$ cat config.mk
export PLATFORM = sky130hd
export DESIGN_NAME = cr_round_unit
export DESIGN_NICKNAME = d
export VERILOG_FILES = /design/src/rtl/cr_pkg.sv /design/src/rtl/cr_compound_add.sv /design/src/rtl/cr_round_decide.sv /design/src/rtl/cr_select_norm.sv /design/src/rtl/cr_round_unit.sv
export SDC_FILE = /design/constraint.sdc
export NUM_CORES = 1
export LEC_CHECK = 0
export ABC_AREA = 1
export CAP_MARGIN = 5
export CORE_MARGIN = 4
export CORE_UTILIZATION = 54
export CTS_CLUSTER_DIAMETER = 120
export DETAILED_ROUTE_END_ITERATION = 12
export PLACE_DENSITY = 0.83
export SLEW_MARGIN = 40
export SYNTH_ARGS = -nofsm -noshare
export SYNTH_HDL_FRONTEND = slang
export SYNTH_SLANG_ARGS = --single-unit
$ cat constraint.sdc
create_clock -name clk -period 0.8 [get_ports clk]
set_clock_uncertainty 0.2 [all_clocks]
set_input_delay 0.16 -clock clk [delete_from_list [all_inputs] [get_ports clk]]
set_output_delay 0.16 -clock clk [all_outputs]
set_load 0.05 [all_outputs]
$ cat src/rtl/cr_pkg.sv
package cr_pkg;
    typedef enum logic [1:0] {
        RM_NEAREST = 2'd0,
        RM_ZERO    = 2'd1,
        RM_POSINF  = 2'd2,
        RM_NEGINF  = 2'd3
    } rmode_e;
endpackage

$ cat src/rtl/cr_compound_add.sv
module cr_compound_add #(
    parameter int W = 24
) (
    input  logic [W-1:0] op_a,
    input  logic [W-1:0] op_b,
    output logic [W:0]   sum0,
    output logic [W:0]   sum1,
    output logic [W+1:0] sum2
);
    localparam int SW = W + 2;

    logic [SW-1:0] ext_a, ext_b;

    always_comb begin
        ext_a = {2'b00, op_a};
        ext_b = {2'b00, op_b};
    end

    logic [SW-1:0] t0, t1, t2;

    // three independent adders, differing only in their carry-in weight
    always_comb begin
        t0   = ext_a + ext_b;
        t1   = ext_a + ext_b + SW'(1);
        t2   = ext_a + ext_b + SW'(2);
        sum0 = t0[W:0];
        sum1 = t1[W:0];
        sum2 = t2;
    end

    logic unused_hi;
    assign unused_hi = t0[W+1] ^ t1[W+1];
endmodule

$ cat src/rtl/cr_round_decide.sv
module cr_round_decide
    import cr_pkg::*;
(
    input  rmode_e mode,
    input  logic   neg,
    input  logic   lsb,
    input  logic   g,
    input  logic   r,
    input  logic   s,
    output logic   bump
);
    logic any_lost;
    assign any_lost = g | r | s;

    always_comb begin
        unique case (mode)
            RM_NEAREST: bump = g & (lsb | r | s);
            RM_ZERO:    bump = 1'b0;
            RM_POSINF:  bump = ~neg & any_lost;
            RM_NEGINF:  bump = neg & any_lost;
            default:    bump = 1'b0;
        endcase
    end
endmodule

$ cat src/rtl/cr_select_norm.sv
module cr_select_norm #(
    parameter int W = 24
) (
    input  logic [W:0]   sum0,
    input  logic [W:0]   sum1,
    input  logic [W+1:0] sum2,
    input  logic         carry,
    input  logic         bump,
    output logic [W-1:0] res,
    output logic [1:0]   shamt
);
    logic [W+1:0] pick;

    always_comb begin
        if (!bump)
            pick = {1'b0, sum0};
        else if (carry)
            pick = sum2;
        else
            pick = {1'b0, sum1};
    end

    always_comb begin
        if (pick[W+1]) begin
            shamt = 2'd2;
            res   = pick[W+1:2];
        end else if (pick[W]) begin
            shamt = 2'd1;
            res   = pick[W:1];
        end else begin
            shamt = 2'd0;
            res   = pick[W-1:0];
        end
    end
endmodule

$ cat src/rtl/cr_round_unit.sv
module cr_round_unit
    import cr_pkg::*;
#(
    parameter int W       = 24,
    parameter bit OUT_REG = 1'b1
) (
    input  logic         clk,
    input  logic         rst_n,
    input  logic [W-1:0] sig_a,
    input  logic [W-1:0] sig_b,
    input  logic         res_sign,
    input  logic [1:0]   rmode,
    input  logic         grd_in,
    input  logic         rnd_in,
    input  logic         stk_in,
    output logic [W-1:0] sig_out,
    output logic [1:0]   renorm,
    output logic         inexact
);
    logic [W:0]   s0, s1;
    logic [W+1:0] s2;

    cr_compound_add #(.W(W)) u_add (
        .op_a(sig_a), .op_b(sig_b), .sum0(s0), .sum1(s1), .sum2(s2)
    );

    // rounding position moves up one bit when the raw sum carries out
    logic cy, p_lsb, p_g, p_r, p_s;
    always_comb begin
        cy = s0[W];
        if (cy) begin
            p_lsb = s0[1];
            p_g   = s0[0];
            p_r   = grd_in;
            p_s   = rnd_in | stk_in;
        end else begin
            p_lsb = s0[0];
            p_g   = grd_in;
            p_r   = rnd_in;
            p_s   = stk_in;
        end
    end

    logic bump;
    cr_round_decide u_dec (
        .mode(rmode_e'(rmode)), .neg(res_sign), .lsb(p_lsb),
        .g(p_g), .r(p_r), .s(p_s), .bump(bump)
    );

    logic [W-1:0] n_res;
    logic [1:0]   n_sh;
    cr_select_norm #(.W(W)) u_sel (
        .sum0(s0), .sum1(s1), .sum2(s2), .carry(cy), .bump(bump),
        .res(n_res), .shamt(n_sh)
    );

    logic n_inx;
    assign n_inx = p_g | p_r | p_s;

    generate
        if (OUT_REG) begin : g_reg
            always_ff @(posedge clk or negedge rst_n) begin
                if (!rst_n) begin
                    sig_out <= '0;
                    renorm  <= '0;
                    inexact <= 1'b0;
                end else begin
                    sig_out <= n_res;
                    renorm  <= n_sh;
                    inexact <= n_inx;
                end
            end
        end else begin : g_comb
            logic unused_clk;
            assign unused_clk = clk;
            always_comb begin
                sig_out = rst_n ? n_res : '0;
                renorm  = rst_n ? n_sh  : '0;
                inexact = rst_n & n_inx;
            end
        end
    endgenerate
endmodule

==> results.json, run 1 <==
{
  "post_cts_buffers": 44,
  "io_pins": 83,
  "cts_buffers": 3,
  "cts.root.buffer_cell": "clkbuf_8",
  "synth-main-ff-cell": "dfrtp_1",
  "die_y_um": 96.8,
  "clock_sinks": 27,
  "portBuffers": 82,
  "row_count": 32,
  "die_w_um": 96.8,
  "ys_seq_elements": 27,
  "async_flop_share_pct": 100,
  "synthTopCellsByArea": "nand2_1 27%, dfrtp_1 16%, inv_1 8.4%, nand3_1 8.0%, ha_1 7.6%",
  "dp_hpwl_um": 14300,
  "lastStage": "clock tree synthesis",
  "yosys_warnings": 0,
  "synth_edf_count": 0,
  "synthCells": 754,
  "status": "stopped before the end",
  "initial_core_util_pct": 55.4,
  "hold_buffers": 0,
  "firstError": "[ERROR DPL-0038] Utilization greater than 100%, impossible to legalize",
  "cts_resized": 292,
  "ctsLongestPathBuffers": 2,
  "synth_top_area_share_pct": 26.7,
  "synth.avg_cell_area_um2": 5.65,
  "gp_congestion": 1.04,
  "syn_area_mm2": 0.00426,
  "synth_top_cell_by_area": "nand2_1",
  "syn_nets": 837,
  "ys_seq_area_share_pct": 15.9,
  "pre_cts_ws_ps": -2700,
  "htree_levels": 1,
  "synth_cell_types": 37
}
## synthesized netlist by cell type (2+ instances only)
cell	count
nand3_2	4
nor2_2	11
o21ai_1	2
o21ai_0	7
buf_2	3
buf_6	3
nand3b_1	3
nor2_4	4
nand3_1	68
inv_1	95
nor4_1	2
nor2_1	58
nand2_2	29
ha_1	26
xor2_1	8
a21oi_2	3
nand4_1	20
o21bai_1	3
nor3_1	14
a21oi_1	20
dfrtp_1	27
xnor2_1	5
nand2_4	5
nand2_1	303
nand3_4	3
inv_2	17
## kinds of logic after synthesis
logic type                 Yosys count  share of synthesized area, %
and+or+nand+nor                    528                          56.5
buffers and inverters              120                          11.3
AOI/OAI and AO/OA                   37                          4.94
adders and majority gates           27                          8.11
DFF                                 27                          15.9
xor gates and xnor gates            14                          3.06
muxes                                1                         0.235
## stage by stage
step,instances,setup TNS [ps],util (%),instance area (um2)
3_5_place_dp,1091,-75770,87.7,6740
3_3_place_gp,1091,-69120,87.7,6740
2_1_floorplan,754,-49020,-,4370
==> inputs of run 2 (changes only) <==
- CORE_UTILIZATION: 54 -> 40
- CTS_CLUSTER_DIAMETER: 120 -> unset
- PLACE_DENSITY: 0.83 -> unset
- PLACE_DENSITY_LB_ADDON: unset -> 0.15
==> results.json, run 2 <==
{
  "status": "finished with violations",
  "failed_checks": "setup timing",
  "cp_max_fo": 6,
  "routed_wl_um": 22000,
  "drive_gt1_share_pct": 60.6,
  "grt-ovfl-total": 0,
  "reg_top3": "sig_out: 24 flops, renorm: 2 flops, inexact: 1 flops",
  "ys_seq_elements": 27,
  "worstMarginPinSlew_ps": 439,
  "drt-pass1-iter-count": 7,
  "vdd_ir_drop_max_uv": 2510,
  "synth_cell_types": 37,
  "synthCells": 754,
  "hold_path_class": "input pin to async pin",
  "core_mm2": 0.0104,
  "syn_nets": 837,
  "period_share_pct": 352,
  "syn_area_mm2": 0.00426,
  "fin_nets": 1137,
  "setup_viol": 54,
  "power.leakage_nw": 4.43,
  "period_needed_ps": 2820,
  "yosys_warnings": 0,
  "antenna_left": 0,
  "critPathSlowestCell": "ha_4",
  "row_count": 37,
  "antennaDiodeCount": 0,
  "die_y_um": 111,
  "final_common_cell": "buf_4",
  "synth.avg_cell_area_um2": 5.65,
  "critPathMaxStageDelay_ps": 290,
  "maxCapViolCount": 0,
  "grt_pass1_vias": 6268,
  "dp_cells": 1116,
  "synthTopCellsByArea": "nand2_1 27%, dfrtp_1 16%, inv_1 8.4%, nand3_1 8.0%, ha_1 7.6%",
  "ys_seq_area_share_pct": 15.9,
  "die_w_um": 111,
  "max_freq_mhz": 355,
  "path_cells": "dlygate4sd2_1 > ha_4 > buf_4 > nand2_2 > nor2_2 > inv_1 > nor4_1 > nand2_1 > nand2_1 > nand2_1 > nand2_2 > nand2_2 > nor2_4 > nand2_2 > nand2_2 > nand3_4 > a21oi_4 > clkbuf_16 > nand2_2 > nand2_1",
  "cp_common_cell": "nand2_2",
  "largest_reg_flops": 24,
  "grt_pass1_wl_um": 29600,
  "htree_levels": 1,
  "syn2layout_area_growth_pct": 111,
  "worstPathRequired_ps": 820,
  "fin_ws_ps": -2020,
  "initial_core_util_pct": 41.1,
  "hold_viol_final": 0,
  "finish.utilization_pct": 86.6,
  "async_flop_share_pct": 100,
  "gp_congestion": 0.915,
  "synth_top_cell_by_area": "nand2_1",
  "synth_edf_count": 0,
  "final_cell_mix": "193 x buf_4, 164 x nand2_1, 117 x nand2_2",
  "crit_type": "input pin to register",
  "io_pins": 83,
  "synth_top_area_share_pct": 26.7,
  "via_count": 6535,
  "hold_buffers": 0,
  "grt_usage_pct": 29.0,
  "path_clk_slew_ps": 100,
  "largest_register": "sig_out",
  "crit_buf_inv": 4,
  "slew_headroom_pct": 70.6,
  "cts_tree": "yes",
  "cp-end-kind": "register",
  "cp_top_family": "simple AND/OR/NAND/NOR gates",
  "synth_common_cells": "303 x nand2_1, 95 x inv_1, 68 x nand3_1",
  "drc": 0,
  "vias_per_cell": 5.50,
  "drt_iter0_markers": 446,
  "slew_viol_final": 0,
  "cp-start-kind": "input pin",
  "ctsLongestPathBuffers": 2,
  "synth-main-ff-cell": "dfrtp_1",
  "arrival_ps": 2840,
  "cts.root.buffer_cell": "clkbuf_8",
  "cts_buffers": 3,
  "dp_hpwl_um": 13400,
  "portBuffers": 82,
  "clock_sinks": 27,
  "grt_max_degree": 28,
  "yosysMostFrequentCell": "nand2_1",
  "die_area_mm2": 0.0124,
  "p_per_area_mw_per_mm2": 1550,
  "stdcell_count": 1189,
  "wl_per_cell_um": 18.5,
  "antenna_found_initial": 0,
  "rsz0062_at_grt": "yes"
}
run 2: worst paths after layout:
kind                       startpoint           to  slack (ps)  cells past startpoint
max in group asynchronous       rst_n  sig_out[10]         190                      2
worst min-delay path            rst_n  sig_out[11]          30                      2
worst max-delay path        sig_b[18]  sig_out[15]       -2020                     20
min in group clk             sig_a[0]      inexact         320                      6
run 2: logic make-up (layout without fill, tap and decap cells):
kind of cell    count (synthesis)  in the layout  synth area share [%]
simple gates                  528            531                  56.5
mux                             1              1                 0.235
fa+ha+maj                      27             27                  8.11
xor+xnor                       14             14                  3.06
compound gates                 37             37                  4.94
buf+inv                       120            416                  11.3
flops                          27             27                  15.9
run 2: cell type report:
type,instances,area [um2]
Fill cell,526,1390
Tap cell,136,170
Timing Repair Buffer,296,2780
Multi-Input combinational cell,610,4800
Clock buffer,3,41.3
Sequential cell,27,698
Timing Repair inverter,3,28.8
Clock inverter,1,7.51
Inverter,113,454
run 2: power by group:
part,internal [mW],total [mW],switching [mW]
Sequential,1.76,2.08,0.316
Combinational,4.94,11.1,6.13
Clock,0.353,0.779,0.426
run 2: layer usage:
metal | vias up | share of wire, % | track usage (%)
li1 | 2978 | - | -
met1 | 3097 | 36 | 31.3
met2 | 351 | 53 | 56.9
met3 | 109 | 5.3 | 1.75
met4 | 0 | 6.0 | 13.6
met5 | - | 0 | 0
run 2: repair_timing:
action,4_1_cts,5_1_grt
endpoints found under the setup margin,54,54
pin swaps,92,77
hold endpoints to repair,0,0
cloned,6,1
buffers inserted,34,29
resized for setup,284,205
run 2: metrics by stage:
stage               cell area (um2)  worst slack (ps)  TNS, ps  total power, mW  hold WS [ps]
finish                         8980             -2020   -62820             13.9          31.5
global route                   8980             -2150   -66860             14.6          45.7
CTS                            8030             -1840   -58490             12.3          46.9
detailed placement             6730             -2630   -74010             10.3           329
global placement               6730             -2590   -72250             10.1           328
floorplan                      4370             -1820   -49020             6.15          -336
Note: power is estimated with default switching activity, not from simulation.
